## src/rtl/run3_pkg.sv

```systemverilog
package run3_pkg;
    localparam int STATE_W = 3;

    typedef enum logic [STATE_W-1:0] {
        S_IDLE      = 3'd0,
        S_ZERO_ONE  = 3'd1,
        S_ZERO_MANY = 3'd2,
        S_ONE_ONE   = 3'd3,
        S_ONE_MANY  = 3'd4
    } run_state_e;
endpackage

```

## src/rtl/run3_next.sv

```systemverilog
module run3_next
    import run3_pkg::*;
(
    input  run_state_e cur,
    input  logic       bit_in,
    output run_state_e nxt
);
    always_comb begin
        unique case (cur)
            S_IDLE:      nxt = bit_in ? S_ONE_ONE  : S_ZERO_ONE;
            S_ZERO_ONE:  nxt = bit_in ? S_ONE_ONE  : S_ZERO_MANY;
            S_ZERO_MANY: nxt = bit_in ? S_ONE_ONE  : S_ZERO_MANY;
            S_ONE_ONE:   nxt = bit_in ? S_ONE_MANY : S_ZERO_ONE;
            S_ONE_MANY:  nxt = bit_in ? S_ONE_MANY : S_ZERO_ONE;
            default:     nxt = S_IDLE;
        endcase
    end
endmodule

```

## src/rtl/run3_out.sv

```systemverilog
module run3_out
    import run3_pkg::*;
(
    input  run_state_e cur,
    input  logic       bit_in,
    input  logic       hold,
    output logic       hit
);
    always_comb begin
        hit = 1'b0;
        if (!hold) begin
            unique case (cur)
                S_ZERO_MANY: hit = ~bit_in;
                S_ONE_MANY:  hit = bit_in;
                S_IDLE, S_ZERO_ONE, S_ONE_ONE: hit = 1'b0;
                default:     hit = 1'b0;
            endcase
        end
    end
endmodule

```

## src/rtl/run3_detector.sv

```systemverilog
module run3_detector
    import run3_pkg::*;
(
    input  logic                clk,
    input  logic                rst,
    input  logic                din,
    output logic                match,
    output logic [STATE_W-1:0]  state_dbg
);
    run_state_e state_q;
    run_state_e state_d;

    run3_next u_next (
        .cur    (state_q),
        .bit_in (din),
        .nxt    (state_d)
    );

    run3_out u_out (
        .cur    (state_q),
        .bit_in (din),
        .hold   (rst),
        .hit    (match)
    );

    always_ff @(posedge clk) begin
        if (rst) state_q <= S_IDLE;
        else     state_q <= state_d;
    end

    assign state_dbg = state_q;
endmodule

```

## config.mk

```make
export PLATFORM = sky130hd
export DESIGN_NAME = run3_detector
export DESIGN_NICKNAME = d
export VERILOG_FILES = /design/src/rtl/run3_pkg.sv /design/src/rtl/run3_next.sv /design/src/rtl/run3_out.sv /design/src/rtl/run3_detector.sv
export SDC_FILE = /design/constraint.sdc
export NUM_CORES = 1
export LEC_CHECK = 0
export ABC_AREA = 1
export BUFFER_PORTS_ARGS = -buffer_cell sky130_fd_sc_hd__buf_2
export CAP_MARGIN = 20
export CORE_AREA = 2 2 39 41
export DETAILED_ROUTE_END_ITERATION = 10
export DIE_AREA = 0 0 41 43
export GPL_TIMING_DRIVEN = 0
export MAX_ROUTING_LAYER = met4
export SLEW_MARGIN = 20
export SYNTH_ARGS = -nofsm -noshare
export SYNTH_HDL_FRONTEND = slang
export SYNTH_SLANG_ARGS = --single-unit
```

## constraint.sdc

```tcl
create_clock -name clk -period 1.15 [get_ports clk]
set_clock_uncertainty 0.05 [all_clocks]
set_input_delay 0.2875 -clock clk [delete_from_list [all_inputs] [get_ports clk]]
set_output_delay 0.2875 -clock clk [all_outputs]
set_load 0.05 [all_outputs]
```

==> results.sh, run 1 <==
export IMPL_outcome="finished, violations left"
export IMPL_violations="setup timing"
export IMPL_yosysTopAreaCellShare_pct=34.8
export IMPL_fin_crit_sh_pct=127
export IMPL_cts_tree="yes"
export IMPL_critPathArrivalTime_ns=1.12
export IMPL_grt_usage_pct=6.15
export IMPL_die_w_um=41
export IMPL_io_buffer_count=6
export IMPL_avgRoutedWirePerCell_um=7.69
export IMPL_yosys_area_share_simple_pct=35.5
export IMPL_clock_sinks=3
export IMPL_synth_adder_area_share_pct=0
export IMPL_grt_antenna_before_repair=0
export IMPL_diodes=0
export IMPL_place_area_sq_um=259
export IMPL_fin_total_pwr_mw=0.488
export IMPL_finalHoldViolCount=0
export IMPL_synth_top_family_by_area="simple AND/OR/NAND/NOR gates"
export IMPL_peakVddDrop_mv=0.400
export IMPL_hold_buffers=0
export IMPL_slew_limit_headroom_pct=83.9
export IMPL_synth_xor_area_share_pct=0
export IMPL_synthMuxAreaShare_pct=0
export IMPL_cp_end_kind="output port"
export IMPL_rows=14
export IMPL_detailedPlace_worstSlack_ns=-0.180
export IMPL_grt_pass1_wl_um=655
export IMPL_syn_area_per_cell_sq_um=6.64
export IMPL_drcViolationCount=0
export IMPL_dp_hpwl_um=322
export IMPL_die_area_sq_mm=0.00176
export IMPL_rsz0062_at_grt="true"
export IMPL_vias_per_cell=3.75
export IMPL_power_leakage_nw=0.154
export IMPL_setup_ws_ns=-0.311
export IMPL_vias=206
export IMPL_synth_fp_nets=29
export IMPL_clockRootBuffer="clkbuf_4"
export IMPL_synth_cell_area_sq_um=173
export IMPL_drive_gt1_share_pct=69.2
export IMPL_ys_ff_latch=3
export IMPL_cp_start_kind="register"
export IMPL_first_pass_iters=2
export IMPL_grt_overflow_total=0
export IMPL_fin_crit_ns=1.46
export IMPL_finalSetupViolations=3
export IMPL_synthCells=26
export IMPL_nNetsFinal=43
export IMPL_numCtsBuffers=3
export IMPL_grt_pass1_vias=195
export IMPL_coreArea_sq_mm=0.00138
export IMPL_largest_register_ffs=3
export IMPL_place_congestion=0.676
export IMPL_fmax_mhz=685
export IMPL_maxSlewViolCount=0
export IMPL_postLayoutCellArea_sq_um=340
export IMPL_min_path_type="primary input to register"
export IMPL_clk_latency_ns=0.23
export IMPL_start_util_pct=12.5
export IMPL_die_y_um=43
export IMPL_grt_max_degree=5
export IMPL_pin_count=7
export IMPL_criticalPathCategory="register to output port"
export IMPL_htreeDepth=1
export IMPL_netlist_top_cells_area="dfxtp_1, inv_1, nand3_1"
export IMPL_drv_cap=0
export IMPL_synth_warning_count=0
export IMPL_p_per_area_mw_per_mm2=1430
export IMPL_syn_to_final_growth_pct=97.1
export IMPL_clockBufferDepth=2
export IMPL_synth_compound_area_share_pct=14.5
export IMPL_drt_iter0_drc=2
export IMPL_ant_nets=0
export IMPL_postRouteWirelength_um=423
export IMPL_fin_util_pct=24.6
export IMPL_synthDistinctLibCells=11
export IMPL_seq_area_frac_synth_pct=34.8
export IMPL_worstPathMaxFanout=3
export IMPL_yosys_area_top_type="dfxtp_1"
export IMPL_tns_ns=-0.385
export IMPL_worstPathRequired_ns=0.81
export IMPL_clk_pin_slew_ns=0.04
export IMPL_tightest_slew_ns=0.240
==> synth_stat cells <==
| master | instances |
|---|---|
| inv_1 | 6 |
| nand3_1 | 4 |
| nand3_2 | 1 |
| nand2_1 | 4 |
| nor2_1 | 1 |
| dfxtp_1 | 3 |
| a21oi_2 | 1 |
| a31oi_1 | 1 |
| o21ai_1 | 2 |
| nand2_2 | 2 |
| inv_2 | 1 |
==> layout make-up <==
class / instances / area [sq um]
fillers: 158 / 1040
well taps: 16 / 20.0
repair buffers: 9 / 85.1
multi-input cells: 16 / 103
flip-flops and latches: 3 / 71.3
clock buffers: 4 / 26.3
inverters: 7 / 35.0
==> report_power, final <==
part	internal (mW)	switching, mW
registers	0.116	0.0116
logic	0.0732	0.0998
clock network	0.130	0.0570
total	0.319	0.168
==> cells by family after synthesis <==
| kind of cell | after synthesis |
|---|---|
| DFF | 3 |
| buffers and inverters | 7 |
| and+or+nand+nor | 12 |
| AOI/OAI and AO/OA | 4 |
==> routing by layer <==
metal / vias to the layer above / global-route usage, % / wire [um]
met4: 0 / 8.00 / 15
li1: 107 / - / -
met3: 2 / 1.57 / 22
met2: 6 / 8.44 / 210
met5: - / - / 0
met1: 91 / 5.73 / 174
==> repair_timing <==
action,CTS,global route
setup endpoints to repair,4,3
cloned,0,0
gates resized for setup,8,2
pin swaps,1,1
setup buffers,2,1
==> worst max-delay path, cell delays in order, from the launching register on <==
cell and delay [ns]:
dfxtp_4 0.34, inv_4 0.06, nand2_2 0.05, o21ai_2 0.12, nand3_2 0.10, clkinvlp_4 0.08
buf_8 0.13
==> path summary, 6_finish.rpt <==
| check | to | slack (ns) | startpoint | cells past startpoint |
|---|---|---|---|---|
| max | match | -0.31 | state_dbg[0]$_SDFF_PP0_ | 6 |
| min | state_dbg[0]$_SDFF_PP0_ | 0.18 | rst | 2 |
| max reg2reg | state_dbg[0]$_SDFF_PP0_ | 0.09 | state_dbg[0]$_SDFF_PP0_ | 7 |
| min reg2reg | state_dbg[1]$_SDFF_PP0_ | 0.46 | state_dbg[1]$_SDFF_PP0_ | 2 |
==> metrics by stage <==
step / hold WS [ns] / std cells
after global routing: 0.178 / 55
after global placement: 0.424 / 48
final: 0.180 / 55
after detailed placement: 0.425 / 48
after CTS: 0.173 / 54
after floorplan: 0.291 / 26
(Power assumes the default switching activity.)
==> run 2, diff against run 1 <==
- ABC_AREA: 1 -> 0
==> run 2 against run 1 <==
Net effect:
- the run still ends with setup timing left
- global-route usage decreased by 0.83 points
- register-to-register slack got worse by 0.08 ns
- sequential cell count unchanged
- non-clock buffer count decreased by 1
- routed wire length decreased by 2.1%
==> results.sh, run 2 <==
export IMPL_grt_antenna_before_repair=0
export IMPL_peakVddDrop_mv=0.420
export IMPL_outcome="finished, violations left"
export IMPL_criticalPathCategory="register to output port"
export IMPL_rsz0062_at_grt="true"
export IMPL_maxSlewViolCount=0
export IMPL_tns_ns=-0.374
export IMPL_fin_crit_ns=1.47
export IMPL_cts_tree="yes"
export IMPL_synth_fp_nets=21
export IMPL_synthDistinctLibCells=13
export IMPL_finalSetupViolations=3
export IMPL_vias_per_cell=3.98
export IMPL_clockPowerShare_pct=37.2
export IMPL_synth_xor_area_share_pct=0
export IMPL_ys_ff_latch=3
export IMPL_drcViolationCount=0
export IMPL_clockRootBuffer="clkbuf_4"
export IMPL_grt_usage_pct=5.33
export IMPL_coreArea_sq_mm=0.00138
export IMPL_p_int_mw=0.318
export IMPL_hold_buffers=0
export IMPL_synth_enable_flop_cells=0
export IMPL_grt_pass1_wl_um=586
export IMPL_synthMuxAreaShare_pct=12.7
export IMPL_syn_area_per_cell_sq_um=8.76
export IMPL_dr_wl_met2_um=209
export IMPL_layout_common_cells="nor2_1, clkbuf_4, buf_6, buf_4"
export IMPL_power_switching_mw=0.169
export IMPL_ant_nets=0
export IMPL_grt_pass1_vias=182
export IMPL_yosys_area_top_type="dfxtp_1"
export IMPL_numCtsBuffers=3
export IMPL_start_util_pct=11.4
export IMPL_synth_commonest_cells="dfxtp_1, nor2_1, mux2i_1"
export IMPL_pwr_share_seq_pct=29.1
export IMPL_pin_count=7
export IMPL_largest_register_ffs=3
export IMPL_synth_cell_area_sq_um=158
export IMPL_clk_latency_ns=0.23
export IMPL_clock_sinks=3
export IMPL_diodes=0
export IMPL_met1_length_um=167
export IMPL_nNetsFinal=34
export IMPL_fin_hold_ws_ns=0.346
export IMPL_synth_adder_area_share_pct=0
export IMPL_dpl_cell_count=40
export IMPL_async_flop_share_pct=0
export IMPL_synthCells=18
export IMPL_drive_gt1_share_pct=56.7
export IMPL_slew_limit_headroom_pct=88.6
export IMPL_cp_start_kind="register"
export IMPL_switching_share_pct=34.7
export IMPL_netlist_top_cells_area="dfxtp_1, mux2i_1, nor2_1"
export IMPL_io_buffer_count=6
export IMPL_fmax_mhz=680
export IMPL_yosys_area_share_simple_pct=36.5
export IMPL_synth_compound_area_share_pct=12.7
export IMPL_first_pass_iters=1
export IMPL_synth_ff_type="dfxtp_1"
export IMPL_finalHoldViolCount=0
export IMPL_grt_max_degree=8
export IMPL_rows=14
export IMPL_p_per_area_mw_per_mm2=1660
export IMPL_place_congestion=0.556
export IMPL_htreeDepth=1
export IMPL_grt_overflow_total=0
export IMPL_tightest_slew_ns=0.171
export IMPL_top_layer_used="met3"
export IMPL_p_comb_share_pct=33.7
export IMPL_die_w_um=41
export IMPL_syn_to_final_growth_pct=86.5
export IMPL_synth_warning_count=0
export IMPL_wl_met3_um=37
export IMPL_drt_iter0_drc=0
export IMPL_postRouteWirelength_um=414
export IMPL_place_area_sq_um=231
export IMPL_cp_end_kind="output port"
export IMPL_min_path_type="primary input to register"
export IMPL_drv_cap=0
export IMPL_fin_crit_sh_pct=128
export IMPL_setup_ws_ns=-0.320
export IMPL_stdcell_count=46
export IMPL_die_area_sq_mm=0.00176
export IMPL_worstPathRequired_ns=0.81
export IMPL_power_leakage_nw=0.136
export IMPL_vias=183
export IMPL_violations="setup timing"
export IMPL_clk_pin_slew_ns=0.04
export IMPL_worstPathMaxFanout=4
export IMPL_critPathArrivalTime_ns=1.13
export IMPL_dp_hpwl_um=296
export IMPL_die_y_um=43
export IMPL_seq_area_frac_synth_pct=38.1
export IMPL_synth_top_family_by_area="simple AND/OR/NAND/NOR gates"
export IMPL_clockBufferDepth=2
export IMPL_avgRoutedWirePerCell_um=9.00
export IMPL_postLayoutCellArea_sq_um=294
export IMPL_yosysTopAreaCellShare_pct=38.1
run 2: layer usage:
layer / global-route usage (%) / vias up
li1: - / 91
met4: 4.00 / 0
met1: 4.76 / 82
met3: 3.14 / 0
met5: - / -
met2: 7.81 / 10
run 2: through the flow:
step           util (%)  power (mW)  setup slack (ns)
2_1_floorplan         -       0.244            -0.346
3_3_place_gp       16.7       0.277            -0.269
3_5_place_dp       16.7       0.278            -0.284
4_1_cts            21.1       0.492            -0.325
5_1_grt            21.2       0.521            -0.369
6_report           21.2       0.487            -0.320
run 2: final timing paths:
check | startpoint | to | slack [ns] | cells past startpoint
min reg2reg | state_dbg[0]$_SDFF_PP0_ | state_dbg[1]$_SDFF_PP0_ | 0.60 | 2
max | state_dbg[2]$_SDFF_PP0_ | match | -0.32 | 4
max reg2reg | state_dbg[1]$_SDFF_PP0_ | state_dbg[1]$_SDFF_PP0_ | 0.01 | 3
min | din | state_dbg[2]$_SDFF_PP0_ | 0.35 | 2
run 2: power groups by stage:
stage	Combinational [mW]	Sequential [mW]	Clock, mW
global route	0.174	0.145	0.202
floorplan	0.0498	0.194	0
detailed placement	0.127	0.151	0
global placement	0.127	0.150	0
finish	0.164	0.142	0.181
CTS	0.165	0.142	0.185
run 2: cell families (layout without fill, tap and decap cells):
logic type	after synthesis	count (layout)
and+or+nand+nor	10	10
AOI/OAI and AO/OA	3	3
muxes	2	2
DFF	3	3
buffers and inverters	0	12
run 2: worst max-delay path: stages (launching register included):
cell and delay, ns:
dfxtp_4 0.34, and3b_2 0.21, a21oi_2 0.15, nor3_4 0.05, buf_6 0.15
run 2: timing repair:
| action | CTS | global route |
|---|---|---|
| buffers inserted | 2 | 0 |
| endpoints found under the setup margin | 4 | 5 |
| gates resized for setup | 6 | 2 |
| pin swaps | 1 | 1 |
run 2: layout make-up:
| type | instances | area (sq um) |
|---|---|---|
| multi-input combinational | 15 | 113 |
| clock buffer | 4 | 26.3 |
| sequential | 3 | 68.8 |
| timing repair buffer | 8 | 66.3 |
| tap | 16 | 20.0 |
| fill | 160 | 1090 |
==> run 3, diff against run 2 <==
- BUFFER_PORTS_ARGS: -buffer_cell sky130_fd_sc_hd__buf_2 -> default
- DONT_BUFFER_PORTS: default -> 1
==> run 3 against run 2 <==
Net effect:
- first-iteration DRC count increased by 11
- core utilization fell by 4.2 points
- critical path type unchanged
- die area is the same
- the flow still finishes with violations (setup timing)
- combinational power decreased by 64%
- hold slack lost 0.17 ns
- setup slack worse by 0.24 ns
- sequential cell count did not move
- register-to-register slack better by 0.03 ns
- critical path depth shrank 1
- sequential power up 42%
- routed wire length shrank 16%
==> results.sh, run 3 (same netlist as run 2, synthesis figures left out) <==
export IMPL_numCtsBuffers=3
export IMPL_avgRoutedWirePerCell_um=9.16
export IMPL_layout_common_cells="nor2_1, clkbuf_4, dfxtp_4"
export IMPL_clk_pin_slew_ns=0.04
export IMPL_die_area_sq_mm=0.00176
export IMPL_finalSetupViolations=1
export IMPL_stdcell_count=38
export IMPL_hold_buffers=0
export IMPL_syn_to_final_growth_pct=49.2
export IMPL_io_buffer_count=0
export IMPL_pin_count=7
export IMPL_die_y_um=43
export IMPL_postRouteWirelength_um=348
export IMPL_maxSlewViolCount=0
export IMPL_worstPathMaxFanout=7
export IMPL_start_util_pct=11.4
export IMPL_grt_overflow_total=0
export IMPL_drive_gt1_share_pct=45.5
export IMPL_r2r_slack_ns=0.04
export IMPL_p_per_area_mw_per_mm2=1870
export IMPL_setup_ws_ns=-0.561
export IMPL_place_congestion=0.486
export IMPL_vias_per_cell=4.05
export IMPL_drt_iter0_drc=11
export IMPL_vias=154
export IMPL_grt_antenna_before_repair=0
export IMPL_first_pass_iters=3
export IMPL_grt_usage_pct=4.41
export IMPL_peakVddDrop_mv=0.320
export IMPL_slowest_delay_ns=0.46
export IMPL_cts_setup_buffers=0
export IMPL_clockRootBuffer="clkbuf_4"
export IMPL_power_leakage_nw=0.0942
export IMPL_clock_sinks=3
export IMPL_grt_max_degree=8
export IMPL_nNetsFinal=26
export IMPL_tns_ns=-0.561
export IMPL_crit_slowest_cell="dfxtp_4"
export IMPL_critPathArrivalTime_ns=1.37
export IMPL_cp_start_kind="register"
export IMPL_path_cells="and3b_2 -> a21oi_2 -> nor3_4"
export IMPL_clk_latency_ns=0.23
export IMPL_grt_pass1_vias=142
export IMPL_die_w_um=41
export IMPL_detailedPlace_worstSlack_ns=-0.377
export IMPL_fin_total_pwr_mw=0.441
export IMPL_htreeDepth=1
export IMPL_largest_register_ffs=3
export IMPL_slew_limit_headroom_pct=64.6
export IMPL_min_path_type="primary input to register"
export IMPL_tightest_slew_ns=0.529
export IMPL_fin_crit_ns=1.71
export IMPL_fmax_mhz=584
export IMPL_rsz0062_at_grt="true"
export IMPL_fin_hold_ws_ns=0.179
export IMPL_cp_end_kind="output port"
export IMPL_coreArea_sq_mm=0.00138
export IMPL_violations="setup timing"
export IMPL_drv_cap=0
export IMPL_ant_nets=0
export IMPL_outcome="finished, violations left"
export IMPL_worstPathRequired_ns=0.81
export IMPL_fin_crit_sh_pct=149
export IMPL_clockBufferDepth=2
export IMPL_cts_tree="yes"
export IMPL_grt_pass1_wl_um=489
export IMPL_rows=14
export IMPL_dpl_cell_count=34
export IMPL_finalHoldViolCount=0
export IMPL_criticalPathCategory="register to output port"
export IMPL_diodes=0
export IMPL_drcViolationCount=0
run 3: final timing paths:
check,start,endpoint,cells after the start
setup / recovery,state_dbg[2]$_SDFF_PP0_,match,3
hold / removal,din,state_dbg[2]$_SDFF_PP0_,1
setup reg to reg,state_dbg[0]$_SDFF_PP0_,state_dbg[1]$_SDFF_PP0_,2
hold reg to reg,state_dbg[1]$_SDFF_PP0_,state_dbg[0]$_SDFF_PP0_,2
run 3: layout make-up:
cell class              count  area, sq um
clock buffers               4         26.3
fillers                   158         1150
multi-input cells          15          118
flip-flops and latches      3         71.3
well taps                  16         20.0
run 3: per-stage QoR:
stage               cell area, sq um  util (%)
floorplan                        181         -
global placement                 201      14.6
detailed placement               201      14.6
CTS                              230      16.6
global route                     235      17.0
finish                           235      17.0
run 3: timing repair:
item	in CTS	in global routing
pin swaps	1	1
endpoints found under the setup margin	3	2
resized for setup	1	1
endpoints found under the hold margin	0	0
run 3: critical path: cells and delay by family, from the launching register on:
kind	cells	cell delay, ns
simple gates	2	0.64
flops	1	0.46
compound gates	1	0.04
run 3: per-layer routing:
| layer | GRT usage, % | up-vias | wire [um] |
|---|---|---|---|
| met5 | - | - | 0 |
| met4 | 2.00 | 0 | 0 |
| met3 | 4.71 | 0 | 39 |
| met2 | 6.25 | 5 | 151 |
| met1 | 3.49 | 75 | 157 |
| li1 | - | 74 | - |
run 3: power breakdown:
part,switching [mW],total [mW],internal (mW)
Clock,0.0507,0.180,0.130
Combinational,0.0252,0.0585,0.0333
Sequential,0.0781,0.202,0.123
